File: src/rtl/lpsel_pkg.sv
package lpsel_pkg;
  localparam int APR_W = 8;
  localparam int CLS_W = 4;
  localparam int IDX_W = 4;

  typedef struct packed {
    logic             vld;
    logic [CLS_W-1:0] cls;
    logic [IDX_W-1:0] idx;
  } entry_t;

  // class nibble of an arbitration priority; the subclass is dropped
  function automatic logic [CLS_W-1:0] apr_class(logic [APR_W-1:0] apr);
    return apr[APR_W-1 -: CLS_W];
  endfunction

  // challenger wins only when strictly lower class, so earlier entries keep ties
  function automatic entry_t keep_better(entry_t inc, entry_t chal);
    entry_t r;
    r = inc;
    if (chal.vld && (!inc.vld || (chal.cls < inc.cls))) r = chal;
    return r;
  endfunction

  function automatic entry_t make_entry(logic m, logic [APR_W-1:0] apr, logic [IDX_W-1:0] i);
    entry_t r;
    r.vld = m;
    r.cls = apr_class(apr);
    r.idx = m ? i : '0;
    return r;
  endfunction
endpackage

File: src/rtl/lpsel_leaves.sv
module lpsel_leaves
  import lpsel_pkg::*;
#(
  parameter int N = 8
) (
  input  logic [N-1:0]       match,
  input  logic [N*APR_W-1:0] prio,
  output entry_t             ents [N]
);
  for (genvar k = 0; k < N; k++) begin : g_leaf
    assign ents[k] = make_entry(match[k], prio[k*APR_W +: APR_W], IDX_W'(k));
  end
endmodule

File: src/rtl/lpsel_merge.sv
module lpsel_merge
  import lpsel_pkg::*;
(
  input  entry_t inc,
  input  entry_t chal,
  output entry_t win
);
  assign win = keep_better(inc, chal);
endmodule

File: src/rtl/lpsel_tree.sv
module lpsel_tree
  import lpsel_pkg::*;
#(
  parameter int N = 8
) (
  input  entry_t ents [N],
  output entry_t best
);
  localparam int LVL = (N > 1) ? $clog2(N) : 1;
  localparam int P   = 1 << LVL;

  entry_t node [2*P-1];

  // leaves sit at P-1 .. 2P-2, padded with empty entries
  for (genvar k = 0; k < P; k++) begin : g_pad
    if (k < N) begin : g_real
      assign node[P-1+k] = ents[k];
    end else begin : g_empty
      assign node[P-1+k] = '0;
    end
  end

  // left child holds lower indices, so it is the incumbent
  for (genvar i = 0; i < P-1; i++) begin : g_node
    lpsel_merge u_m (
      .inc (node[2*i+1]),
      .chal(node[2*i+2]),
      .win (node[i])
    );
  end

  assign best = node[0];
endmodule

File: src/rtl/lpsel_scan.sv
module lpsel_scan
  import lpsel_pkg::*;
#(
  parameter int N = 8
) (
  input  logic   clk,
  input  logic   rst_n,
  input  logic   go,
  input  entry_t ents [N],
  output logic   busy,
  output logic   step_evt,
  output logic   done,
  output entry_t result
);
  localparam logic [IDX_W-1:0] LAST = IDX_W'(N-1);

  logic             busy_q, done_q;
  logic [IDX_W-1:0] pos_q;
  entry_t           acc_q, res_q, cur, merged;
  logic             last_step;

  always_comb begin
    cur = '0;
    for (int k = 0; k < N; k++)
      if (pos_q == IDX_W'(k)) cur = ents[k];
  end

  assign merged    = keep_better(acc_q, cur);
  assign step_evt  = busy_q;
  assign last_step = busy_q && (pos_q == LAST);

  always_ff @(posedge clk or negedge rst_n) begin
    if (!rst_n) begin
      busy_q <= 1'b0;
      done_q <= 1'b0;
      pos_q  <= '0;
      acc_q  <= '0;
      res_q  <= '0;
    end else begin
      done_q <= 1'b0;
      if (!busy_q) begin
        if (go) begin
          busy_q <= 1'b1;
          pos_q  <= '0;
          acc_q  <= '0;
        end
      end else if (last_step) begin
        busy_q <= 1'b0;
        done_q <= 1'b1;
        res_q  <= merged;
      end else begin
        pos_q <= pos_q + 1'b1;
        acc_q <= merged;
      end
    end
  end

  assign busy   = busy_q;
  assign done   = done_q;
  assign result = res_q;
endmodule

File: src/rtl/lowpri_dest_select.sv
module lowpri_dest_select
  import lpsel_pkg::*;
#(
  parameter int NUM_UNITS = 8,
  parameter bit SEQ_SCAN  = 1'b1,
  parameter int SEL_W     = (NUM_UNITS > 1) ? $clog2(NUM_UNITS) : 1
) (
  input  logic                       clk,
  input  logic                       rst_n,
  input  logic                       start,
  input  logic [NUM_UNITS-1:0]       cand_match,
  input  logic [NUM_UNITS*APR_W-1:0] cand_prio,
  output logic                       busy,
  output logic                       done,
  output logic                       tgt_valid,
  output logic [SEL_W-1:0]           tgt_idx
);
  entry_t ents [NUM_UNITS];
  entry_t res;
  logic   scan_step;
  logic   result_load;

  lpsel_leaves #(.N(NUM_UNITS)) u_leaves (
    .match(cand_match),
    .prio (cand_prio),
    .ents (ents)
  );

  if (SEQ_SCAN) begin : g_seq
    lpsel_scan #(.N(NUM_UNITS)) u_scan (
      .clk     (clk),
      .rst_n   (rst_n),
      .go      (start),
      .ents    (ents),
      .busy    (busy),
      .step_evt(scan_step),
      .done    (result_load),
      .result  (res)
    );
  end else begin : g_tree
    entry_t best, res_q;
    logic   done_q;

    lpsel_tree #(.N(NUM_UNITS)) u_tree (
      .ents(ents),
      .best(best)
    );

    always_ff @(posedge clk or negedge rst_n) begin
      if (!rst_n) begin
        done_q <= 1'b0;
        res_q  <= '0;
      end else begin
        done_q <= start;
        if (start) res_q <= best;
      end
    end

    assign busy        = 1'b0;
    assign scan_step   = 1'b0;
    assign result_load = done_q;
    assign res         = res_q;
  end

  assign done      = result_load;
  assign tgt_valid = res.vld;
  assign tgt_idx   = res.vld ? res.idx[SEL_W-1:0] : '0;
endmodule

File: config.mk
export PLATFORM = sky130hd
export DESIGN_NAME = lowpri_dest_select
export DESIGN_NICKNAME = d
export VERILOG_FILES = /design/src/rtl/lpsel_pkg.sv /design/src/rtl/lpsel_leaves.sv /design/src/rtl/lpsel_merge.sv /design/src/rtl/lpsel_tree.sv /design/src/rtl/lpsel_scan.sv /design/src/rtl/lowpri_dest_select.sv
export SDC_FILE = /design/constraint.sdc
export NUM_CORES = 1
export LEC_CHECK = 0
export ABC_AREA = 1
export CAP_MARGIN = 30
export CORE_UTILIZATION = 42
export CTS_CLUSTER_SIZE = 12
export DETAILED_ROUTE_END_ITERATION = 8
export PLACE_DENSITY = 0.91
export SLEW_MARGIN = 20
export SYNTH_ARGS = -nofsm -noshare
export SYNTH_HDL_FRONTEND = slang
export SYNTH_SLANG_ARGS = --single-unit
File: constraint.sdc
create_clock -name clk -period 4 [get_ports clk]
set_input_delay 0.8 -clock clk [delete_from_list [all_inputs] [get_ports clk]]
set_output_delay 0.8 -clock clk [all_outputs]
set_load 0.02 [all_outputs]
==> metrics <==
status=completed; Fin Setup TNS=0 ns; R2R Path Start=g_seq.u_scan.pos_q[1]; startpoint types=flop; r2r setup slk=1.02 ns; most frequent cell after synthesis=nand2_1; Cell Area, Synth=0.00144 sq mm; Worst R2R Path Depth=19; Compound-Gate Fraction of Synth Area=14.8%; Peak Freq=roughly 0.34 GHz; RSZ-0062 raised after global routing=no; gr ovfl total=0; Non-Filler Instances=309; largest net degree at the start of global routing=19; Top Ports=81; largest family of logic cells by synthesized area=simple AND/OR/NAND/NOR gates; TritonCTS clock tree=yes; max-cap violations=0; Simple-Gate Fraction of Synth Area=36.5%; R2R Path End=g_seq.u_scan.acc_q[2]; synth unique cells=30; Final Max Tran Viols=0; Leakage=~1 nW; diode count=0; final worst slack=1.02 ns; XOR/XNOR Fraction of Synth Area=1.22%; Layout Utilization=63.4%; pwr dens=798 mW/mm^2; Adder-Cell Fraction of Synth Area=under 10%; crit-path cells=inv_1 -> ha_1 -> inv_1 -> nand2_1 -> inv_1 -> nand2_1 -> a31o_2 -> o211ai_1 -> o211ai_1 -> a21oi_1 -> ha_1 -> a21oi_1 -> nand2_2 -> nand2_4 -> nand2_2 -> nand2_1 -> nand2_1 -> nand2_1 -> nand2_1; PostCTS Resize Cnt=0; FP Rows=20; total global-route track usage=21.9%; worst setup path endpoint=g_seq.u_scan.acc_q[2]; Die ar.=0.00367 sq mm; syn avg cell area=6.70 sq um; cells after synthesis=215; ys flop type=dfrtp_1; mux contribution to synthesized area=0%; syn_nets=297; CTS buffer count=3; clk slew on worst S/H paths=roughly 0.09 ns; Synth top area share=31.3%; EDFF count, synth=0; post-route cell area=0.00200 sq mm; Skew-Pair Late Insertion Delay=0.30 ns; Worst Path Buf+Inv=3; period utilisation layout=74.5%; Yosys top cell by area=dfrtp_1; fin crit period=2.98 ns; CP top delay family=compound AO/OA/AOI/OAI gates; Die W=around 61 um; Slowest cell on crit path=dfrtp_1; Worst EP required=between 4 and 5 ns; clock skew=0.0143 ns; normalized max-slew margin=49.1%; most frequent cell on the critical path=nand2_1; Fill cells=around 290; sequential share of the synthesized area=31.3%; maximum vdd drop=around 0.00043 V; Crit path largest cell delay=0.40 ns; placed cell area=0.00196 sq mm; synth warn=0; first-pass GRT wire length=6030 um; Root Driver=clkbuf_4; CTS H-tree depth=1; critical path class=flop to flop; drt pass-1 iters=4; die outline height=between 60 and 70 um; vias per inst=~5; fraction of final layout cells with drive strength greater than 1=~8.3%; WL/cell=roughly 12 um; post-CTS setup buffers=0; DRC Markers=0; Async S/R FF share, synth=100%; Hold Slack=between 0.4 and 0.5 ns; Routed Antenna Nets=0; Iter 0 DRT Violations=62; Arr. time, crit path=between 3 and 4 ns; Critical Path Stages=19; final hold vios=0; hold-fix buffer count after cts=0; core area=0.00315 sq mm; Via Count=between 1500 and 2000; total power=about 1.6 mW; vias in the first global route=1520; Setup-failing EPs final=0; HPWL Detailed=2980 um; initial core utilization=a little under half; Yosys reg bits=18; Max Root-Sink Buffers=2; crit end category=flop; Post-Place Setup Slack=about 0.84 ns; RePlAce Congestion=0.934; # nets final=348; placed cell count=between 300 and 400; Hold Crit Class=flop to flop; number of antenna violations at the first check in global routing=0; P&R area growth vs syn=38.6%; Post-synth top cells=nand2_1, inv_1, nand3_1; Least-Margin Pin Slew=around 0.76 ns; PortBufs=48; Max FO, Critical Path=8; Clock Sinks=18; DRT Wirelength=3560 um; top cells by area, synth=dfrtp_1, nand2_1, inv_1; CP startpoint=g_seq.u_scan.pos_q[1]
## placed cells by master, fill, tap and decap left out, types with 3 or more instances in the layout
| cell type | Yosys | final |
|---|---|---|
| clkbuf_4 | 0 | 3 |
| a31oi_1 | 3 | 3 |
| o21ai_0 | 9 | 9 |
| inv_2 | 3 | 3 |
| dfrtp_1 | 18 | 18 |
| clkdlybuf4s50_1 | 0 | 48 |
| nand3_1 | 21 | 21 |
| nor2_1 | 12 | 12 |
| o211ai_1 | 4 | 4 |
| inv_1 | 30 | 30 |
| a21oi_1 | 11 | 11 |
| nand2_1 | 69 | 69 |
| nand2_2 | 6 | 6 |
| ha_1 | 7 | 7 |
## final cells by class
class	count	area [sq um]	area share, %
inverter	35	133	6.64
clock buffer	4	36.3	1.82
timing repair buffer	48	480	24.0
sequential	18	450	22.5
multi-input combinational	160	843	42.2
tap	44	55.1	2.76
## logic make-up after synthesis
family,count (synthesis)
compound gates,35
flops,18
xor+xnor,2
buf+inv,37
fa+ha+maj,7
simple gates,116
## state kept, by name, indices dropped and copies added, names as in the netlist
| register | count |
|---|---|
| g_seq.u_scan.busy | 1 |
| g_seq.u_scan.done | 1 |
| g_seq.u_scan.pos_q | 4 |
| g_seq.u_scan.acc_q | 8 |
| g_seq.u_scan.result | 4 |
## worst register-to-register path, cell delays in order, from the launching register on
cell and delay (ns):
dfrtp_1 0.40, inv_1 0.09, ha_1 0.30, inv_1 0.18, nand2_1 0.07, inv_1 0.13, nand2_1 0.07, a31o_2 0.20
o211ai_1 0.15, o211ai_1 0.12, a21oi_1 0.21, ha_1 0.29, a21oi_1 0.18, nand2_2 0.09, nand2_4 0.10, nand2_2 0.07
nand2_1 0.06, nand2_1 0.06, nand2_1 0.06, nand2_1 0.06
## per-layer routing
metal / vias to the layer above / global-route usage (%) / share of wire [%]
li1: 799 / - / -
met1: 705 / 26.1 / 46
met2: 26 / 39.9 / 50
met3: 4 / 4.90 / 3.0
met4: 0 / 5.52 / 0.87
met5: - / 0 / 0
## power breakdown
group / switching, mW / total (mW) / internal [mW]
registers: 0.0681 / 0.332 / 0.264
clock network: 0.0560 / 0.111 / 0.0555
logic: 0.710 / 1.15 / 0.442
## how the worst min path moves through the flow
stage | startpoint | end | slack (ns) | cells after the start
2_1_floorplan | g_seq.u_scan.acc_q[0] | g_seq.u_scan.acc_q[0] | 0.45 | 2
3_3_place_gp | g_seq.u_scan.acc_q[0] | g_seq.u_scan.acc_q[0] | 0.46 | 2
3_5_place_dp | g_seq.u_scan.result[0] | g_seq.u_scan.result[0] | 0.47 | 2
4_1_cts | g_seq.u_scan.result[0] | g_seq.u_scan.result[0] | 0.49 | 2
5_1_grt | g_seq.u_scan.result[2] | g_seq.u_scan.result[2] | 0.52 | 2
6_report | g_seq.u_scan.result[0] | g_seq.u_scan.result[0] | 0.49 | 2
No activity file was read; power rests on OpenSTA's default activity.
